<file path="src/rtl/pdu_pkg.sv">
package pdu_pkg;
    localparam int NSRC = 7;
    localparam int OPW  = 8;

    // Interrupt-class sources gated by the global enable: bits 3, 4, 5
    localparam logic [NSRC-1:0] MASKABLE = 7'b0111000;

    typedef enum logic {
        S_IDLE  = 1'b0,
        S_ISSUE = 1'b1
    } pdu_state_e;
endpackage

</file>
<file path="src/rtl/pdu_pend_reg.sv">
module pdu_pend_reg #(
    parameter int N = 7
) (
    input  logic         clk,
    input  logic         rst_n,
    input  logic [N-1:0] set_i,
    input  logic [N-1:0] clr_i,
    output logic [N-1:0] pend_o
);
    generate
        for (genvar i = 0; i < N; i++) begin : g_bit
            always_ff @(posedge clk) begin
                if (!rst_n)
                    pend_o[i] <= 1'b0;
                else if (set_i[i])
                    pend_o[i] <= 1'b1;
                else if (clr_i[i])
                    pend_o[i] <= 1'b0;
            end


            hold_until_clear_chk: assert property (@(posedge clk) disable iff (!rst_n)
                (pend_o[i] && !clr_i[i]) |=> pend_o[i]);


            set_beats_clear_chk: assert property (@(posedge clk) disable iff (!rst_n)
                set_i[i] |=> pend_o[i]);


            clear_removes_chk: assert property (@(posedge clk) disable iff (!rst_n)
                (clr_i[i] && !set_i[i]) |=> !pend_o[i]);
        end
    endgenerate
endmodule

</file>
<file path="src/rtl/pdu_prio_enc.sv">
module pdu_prio_enc #(
    parameter int              N        = 7,
    parameter int              OPW      = 8,
    parameter logic [N-1:0]    MASKABLE = '0
) (
    input  logic [N-1:0]   pend_i,
    input  logic           irq_en_i,
    output logic           hit_o,
    output logic [OPW-1:0] entry_o
);
    localparam logic [OPW-1:0] BASE = OPW'(1) << (OPW - 1);

    logic [N-1:0] elig;
    logic [N-1:0] grant;

    always_comb begin
        elig  = irq_en_i ? pend_i : (pend_i & ~MASKABLE);
        grant = '0;
        for (int i = N - 1; i >= 0; i--) begin
            if (elig[i]) begin
                grant    = '0;
                grant[i] = 1'b1;
            end
        end
        hit_o   = |elig;
        entry_o = BASE | OPW'(grant);
    end
endmodule

</file>
<file path="src/rtl/pdu_dispatch.sv">
module pdu_dispatch
    import pdu_pkg::*;
#(
    parameter int N   = NSRC,
    parameter int OW  = OPW
) (
    input  logic          clk,
    input  logic          rst_n,
    input  logic [N-1:0]  cond_set_i,
    input  logic [N-1:0]  cond_clr_i,
    input  logic          irq_en_i,
    input  logic          op_bound_i,
    input  logic [OW-1:0] opcode_i,
    output logic          disp_valid_o,
    output logic [OW-1:0] disp_addr_o
);
    localparam logic [OW-1:0] RST_ENTRY = (OW'(1) << (OW - 1)) | OW'(1);

    logic [N-1:0]  pend;
    logic          hit;
    logic [OW-1:0] entry;
    pdu_state_e    state_q, state_d;

    pdu_pend_reg #(.N(N)) u_pend (
        .clk    (clk),
        .rst_n  (rst_n),
        .set_i  (cond_set_i),
        .clr_i  (cond_clr_i),
        .pend_o (pend)
    );

    pdu_prio_enc #(.N(N), .OPW(OW), .MASKABLE(MASKABLE[N-1:0])) u_enc (
        .pend_i   (pend),
        .irq_en_i (irq_en_i),
        .hit_o    (hit),
        .entry_o  (entry)
    );

    // next-state: boundary / reissue / retire
    always_comb begin
        state_d = state_q;
        unique case (state_q)
            S_IDLE:  if (op_bound_i)  state_d = S_ISSUE;
            S_ISSUE: if (!op_bound_i) state_d = S_IDLE;
        endcase
    end

    always_ff @(posedge clk) begin
        if (!rst_n)
            state_q <= S_IDLE;
        else
            state_q <= state_d;
    end

    // outputs
    always_ff @(posedge clk) begin
        if (!rst_n)
            disp_addr_o <= '0;
        else if (op_bound_i)
            disp_addr_o <= hit ? entry : opcode_i;
    end

    always_comb begin
        unique case (state_q)
            S_IDLE:  disp_valid_o = 1'b0;
            S_ISSUE: disp_valid_o = 1'b1;
        endcase
    end


    valid_after_bound_chk: assert property (@(posedge clk) disable iff (!rst_n)
        op_bound_i |=> disp_valid_o);


    no_spurious_valid_chk: assert property (@(posedge clk) disable iff (!rst_n)
        !op_bound_i |=> !disp_valid_o);


    addr_hold_chk: assert property (@(posedge clk) disable iff (!rst_n)
        !op_bound_i |=> $stable(disp_addr_o));


    passthrough_chk: assert property (@(posedge clk) disable iff (!rst_n)
        (op_bound_i && pend == '0) |=> disp_addr_o == $past(opcode_i));


    reset_req_unmasked_chk: assert property (@(posedge clk) disable iff (!rst_n)
        (op_bound_i && pend[0]) |=> disp_addr_o == RST_ENTRY);
endmodule

</file>
<file path="config.mk">
export PLATFORM = sky130hd
export DESIGN_NAME = pdu_dispatch
export DESIGN_NICKNAME = d
export VERILOG_FILES = /design/src/rtl/pdu_pkg.sv /design/src/rtl/pdu_pend_reg.sv /design/src/rtl/pdu_prio_enc.sv /design/src/rtl/pdu_dispatch.sv
export SDC_FILE = /design/constraint.sdc
export NUM_CORES = 1
export LEC_CHECK = 0
export ABC_AREA = 1
export BUFFER_PORTS_ARGS = -buffer_cell sky130_fd_sc_hd__buf_2
export CORE_MARGIN = 3
export CORE_UTILIZATION = 47
export CTS_CLUSTER_SIZE = 20
export DETAILED_ROUTE_END_ITERATION = 16
export GPL_TIMING_DRIVEN = 0
export PLACE_DENSITY = 0.91
export SYNTH_ARGS = -nofsm -noshare
export SYNTH_HDL_FRONTEND = slang
export SYNTH_SLANG_ARGS = --single-unit
</file>
<file path="constraint.sdc">
create_clock -name clk -period 2.26 [get_ports clk]
set_clock_uncertainty 0.15 [all_clocks]
set_input_delay 0.113 -clock clk [delete_from_list [all_inputs] [get_ports clk]]
set_output_delay 0.113 -clock clk [all_outputs]
set_load 0.02 [all_outputs]
</file>
== Yosys cells after proc, flatten, opt, wreduce, memory -nomap -nowiden ==
Cells that the tools add are included.

* Register bits after elaboration: 16
* Input port bits: 26
* Output and inout port bits: 9

* Muxes and demuxes: 25
* Bitwise gates (word level): 1
* Reductions and logical operators: 8

{| class="wikitable"
|+ Operator list
! kind !! count
|-
| $mux 7 || 7
|-
| $mux 1 || 15
|-
| $reduce_bool 2->1 || 7
|-
| $mux 8 || 1
|-
| $reduce_or 7->1 || 1
|-
| $mux 6 || 1
|-
| $pmux 1 s2 || 1
|-
| $not 1->1 || 1
|}

== Logic depth before layout (Yosys ltp) ==
* Depth in word-level cells: 8
* Gate-level depth with buffers: 7
* Mapped depth without buffers: 7

== Modules after synthesis ==
Synthesis repeated with hierarchy kept, for this count alone.

* Cell total of the unflattened synthesis: 135
* Area total of the unflattened synthesis: 848.3 sq um

{| class="wikitable"
|+ Modules (own cells, without submodules)
! module !! instances !! cells an instance !! area an instance (sq um) !! seq. area each (sq um)
|-
| pdu_dispatch || 1 || 70 || 442.9 || 180.2
|-
| pdu_pend_reg || 1 || 36 || 284.0 || 140.1
|-
| pdu_prio_enc || 1 || 29 || 121.4 || 0.0
|}

== Worst setup path before layout ==
Ideal clock, no wire load.

* Path type: register -> register
* Start point: reg u_pend.pend_o[0]
* End point: reg disp_addr_o[7]
* Arrival: 0.779 ns
* Data required time: 1.997 ns
* Setup slack: 1.218 ns
* Cell stages (with the launch flop): 7
* Path buffers: 0
* Path through: dfxtp_1 -> inv_2 -> nand2_2 -> nor2_4 -> nand2_1 -> o21ai_1 -> inv_1

* Cells in the longest elaborated chain, start to end: 3

{| class="wikitable"
|+ RTL lines
! what !! RTL line !! RTL
|-
| from (decl) || pdu_pend_reg.sv:8 || <nowiki>output logic [N-1:0] pend_o</nowiki>
|-
| from (signal, indexed assignment) || pdu_pend_reg.sv:14 || <nowiki>pend_o[i] <= 1'b0;</nowiki>
|-
| from (signal, indexed assignment) || pdu_pend_reg.sv:16 || <nowiki>pend_o[i] <= 1'b1;</nowiki>
|-
| from (signal, indexed assignment) || pdu_pend_reg.sv:18 || <nowiki>pend_o[i] <= 1'b0;</nowiki>
|-
| $mux 6 || pdu_prio_enc.sv:17 || <nowiki>elig = irq_en_i ? pend_i : (pend_i & ~MASKABLE);</nowiki>
|-
| $reduce_or 7->1 || pdu_prio_enc.sv:25 || <nowiki>hit_o = |elig;</nowiki>
|-
| $mux 8 || pdu_dispatch.sv:60 || <nowiki>disp_addr_o <= hit ? entry : opcode_i;</nowiki>
|-
| to (signal assigned) || pdu_dispatch.sv:60 ||
|-
| to (decl) || pdu_dispatch.sv:15 || <nowiki>output logic [OW-1:0] disp_addr_o</nowiki>
|}

Every way passes these cells.
A chain may end at the register's enable or synchronous reset.

==> impl_metrics.ini <==
[timing]
clock.fmax_ghz = 0.465
finalCritPeriodShare_pct = 95.1
slew_violations = 0
worstMarginPinSlew_ns = 0.220
hold_ws_ns = 0.0593
relSlewSlack_pct = 85.2
finalSetupViolations = 0
hold_viol_final = 0
tns_ns = 0
period_minus_slack_ns = 2.15
grt_setup_unrepaired = no

[cts]
cts_buffers = 3
clock-root-buffer = clkbuf_4
cts_tree = built
cts.reportedPaths.clkPinSlew_ns = 0.09
postCtsSetupBuffers = 0
cts.sinks = 16
h-tree-depth = 1
clk_path_buf_depth = 2
insertion_delay_ns = 0.28

[yosys]
async_flop_share_pct = 0
ys.flop_type = dfxtp_1
synth_area_um2 = 716
ys_types = 17
synth_top_area_share_pct = 44.8
ys_warn_count = 0
syn-instance-count = 103
synth_edf_count = 0
yosysMostFrequentCell = nor2_1
seq_area_frac_synth_pct = 44.8
synth_nets = 129
synth_top_cell_by_area = dfxtp_1
avgSynthCellArea_um2 = 6.95
yosys-top-cells-count = 24 x nor2_1, 16 x dfxtp_1, 15 x nand2_1
synth_top_cells_by_area = dfxtp_1 45%, nor2_1 13%, nand2_1 7.9%
ys_seq_elements = 16

[floorplan]
dieArea_mm2 = 0.00203
std_cell_rows = 13
core_area_mm2 = 0.00137
initial_core_util_pct = 52.4
chipHeight_um = 45.0
ioPinCount = 35
die_x_um = 45.0

[route]
dr_total_vias = 932
drc = 0
vias_per_cell = 5.18
detail-route-antenna-nets = 0
initialDrtViolationCount = 23
wl_per_cell_um = 13.2
routed_wl_um = 2380
drtPass1Iterations = 4

[run_status]
status = finished, final reports clean

[critical_path]
setup.worst_path.start = rst_n
worstSetupPathType = primary input to flip-flop
required_ns = 2.28
cp-end-kind = flip-flop
rr_startpoint = u_pend.pend_o[1]
arrival_ns = 2.17
startpoint_type = primary input
path_max_fanout = 6

[final_layout]
fin_util_pct = 86.6
fill_cells = 79
layout-drive-gt1-share_pct = 31.5
area_growth_pct = 65.4
fin_nets = 193
antenna_cells = 0
regArea_um2 = 320
multi_input_area_um2 = 329

[place]
post-dp-hpwl_um = 1300
port_buffers = 34
gp_congestion = 0.826

[grt]
grt_max_degree = 11
grt_remaining_overflow = 0
grt_pass1_vias = 921
grt_util_all_layers_pct = 26.5
grt_pass1_wl_um = 3840
antenna_found_initial = 0

[pwr]
switchingPower_mw = 0.177
sw_frac_of_total_pct = 28.6
pwr-share-clk_pct = 23.3
pwr-share-seq_pct = 50.4
vdd_drop_max_mv = 0.432
combinationalPowerShare_pct = 26.3
power.internal_mw = 0.441
p_per_area_mw_per_mm2 = 522
p_leak_nw = 0.634

[worst_hold_path]
hold_path.startpoint = op_bound_i
hold_path_class = primary input to flip-flop

[run]
max_cap_violations = 0
-- flip-flops by register name, summed over array words and instances, names as in the netlist --
name / count
disp_addr_o: 8
state_q: 1
u_pend.pend_o: 7
-- per-stage QoR --
stage / setup slack (ns) / instance area (um^2) / instances / total power [mW]
3_5_place_dp: 1.13 / 905 / 152 / 0.434
2_1_floorplan: 1.22 / 716 / 103 / 0.389
6_report: 0.110 / 1180 / 180 / 0.618
4_1_cts: 0.142 / 1180 / 180 / 0.611
5_1_grt: 0.0222 / 1180 / 180 / 0.649
3_3_place_gp: 1.14 / 905 / 152 / 0.430
-- layout by cell type, fill, tap and decap left out --
cell type | synthesis | routed
a21oi_1 | 6 | 6
a21oi_2 | 1 | 1
buf_2 | 1 | 35
buf_4 | 1 | 1
clkbuf_4 | 0 | 3
dfxtp_1 | 16 | 16
dlygate4sd3_1 | 0 | 25
inv_1 | 11 | 11
inv_2 | 5 | 5
nand2_1 | 15 | 15
nand2_2 | 2 | 2
nand3_1 | 10 | 10
nor2_1 | 24 | 24
nor2_2 | 2 | 2
nor2_4 | 2 | 2
o2111ai_2 | 0 | 1
o21ai_0 | 2 | 2
o21ai_1 | 3 | 3
or2_0 | 1 | 1
-- metal layers --
layer	routed length [um]	share of wire, %	vias up	track usage (%)
met5	0	0	-	0
met4	75	3.2	0	13.5
met3	182	7.7	11	6.37
met2	1180	50	48	48.3
met1	940	40	430	27.6
li1	-	-	443	-
-- cell type report --
class / count / share of cell area (%)
inverter: 16 / 5.07
sequential: 16 / 27.1
clock buffer: 3 / 1.90
timing repair buffer: 59 / 35.5
buffer: 2 / 1.06
multi-input combinational: 69 / 27.8
tap: 15 / 1.59
-- worst max-delay path, stage by stage --
cell and delay, ns:
dlygate4sd3_1 0.54, buf_2 0.15, nand2_1 0.06, dlygate4sd3_1 0.53, inv_1 0.06, o2111ai_2 0.08, nand2_1 0.08, dlygate4sd3_1 0.56
-- power by group through the flow --
stage               clock [mW]  sequential (mW)  combinational, mW
floorplan                    0            0.329             0.0605
CTS                      0.147            0.310              0.154
finish                   0.144            0.312              0.162
detailed placement           0            0.317              0.118
global route             0.158            0.313              0.178
global placement             0            0.316              0.114
-- path summary, 6_finish.rpt --
| kind | slack (ns) | cells after the start | endpoint |
|---|---|---|---|
| hold reg to reg | 0.41 | 4 | disp_addr_o[0] |
| setup reg to reg | 0.54 | 6 | disp_addr_o[6] |
| setup / recovery | 0.11 | 8 | disp_addr_o[6] |
| hold / removal | 0.06 | 5 | disp_addr_o[7] |
-- what timing repair did --
action	4_1_cts	5_1_grt
gates resized for setup	0	1
setup endpoints to repair	0	1
endpoints found under the hold margin	16	0
hold buffers	25	0
-- cell families after synthesis --
logic type / count (synthesis) / share of synthesized area, %
AND/OR/NAND/NOR: 56 / 35.0
buffers and inverters: 18 / 10.1
flip-flops: 16 / 44.8
AO/OA/AOI/OAI: 13 / 10.1
Note: power is estimated with default switching activity, not from simulation.
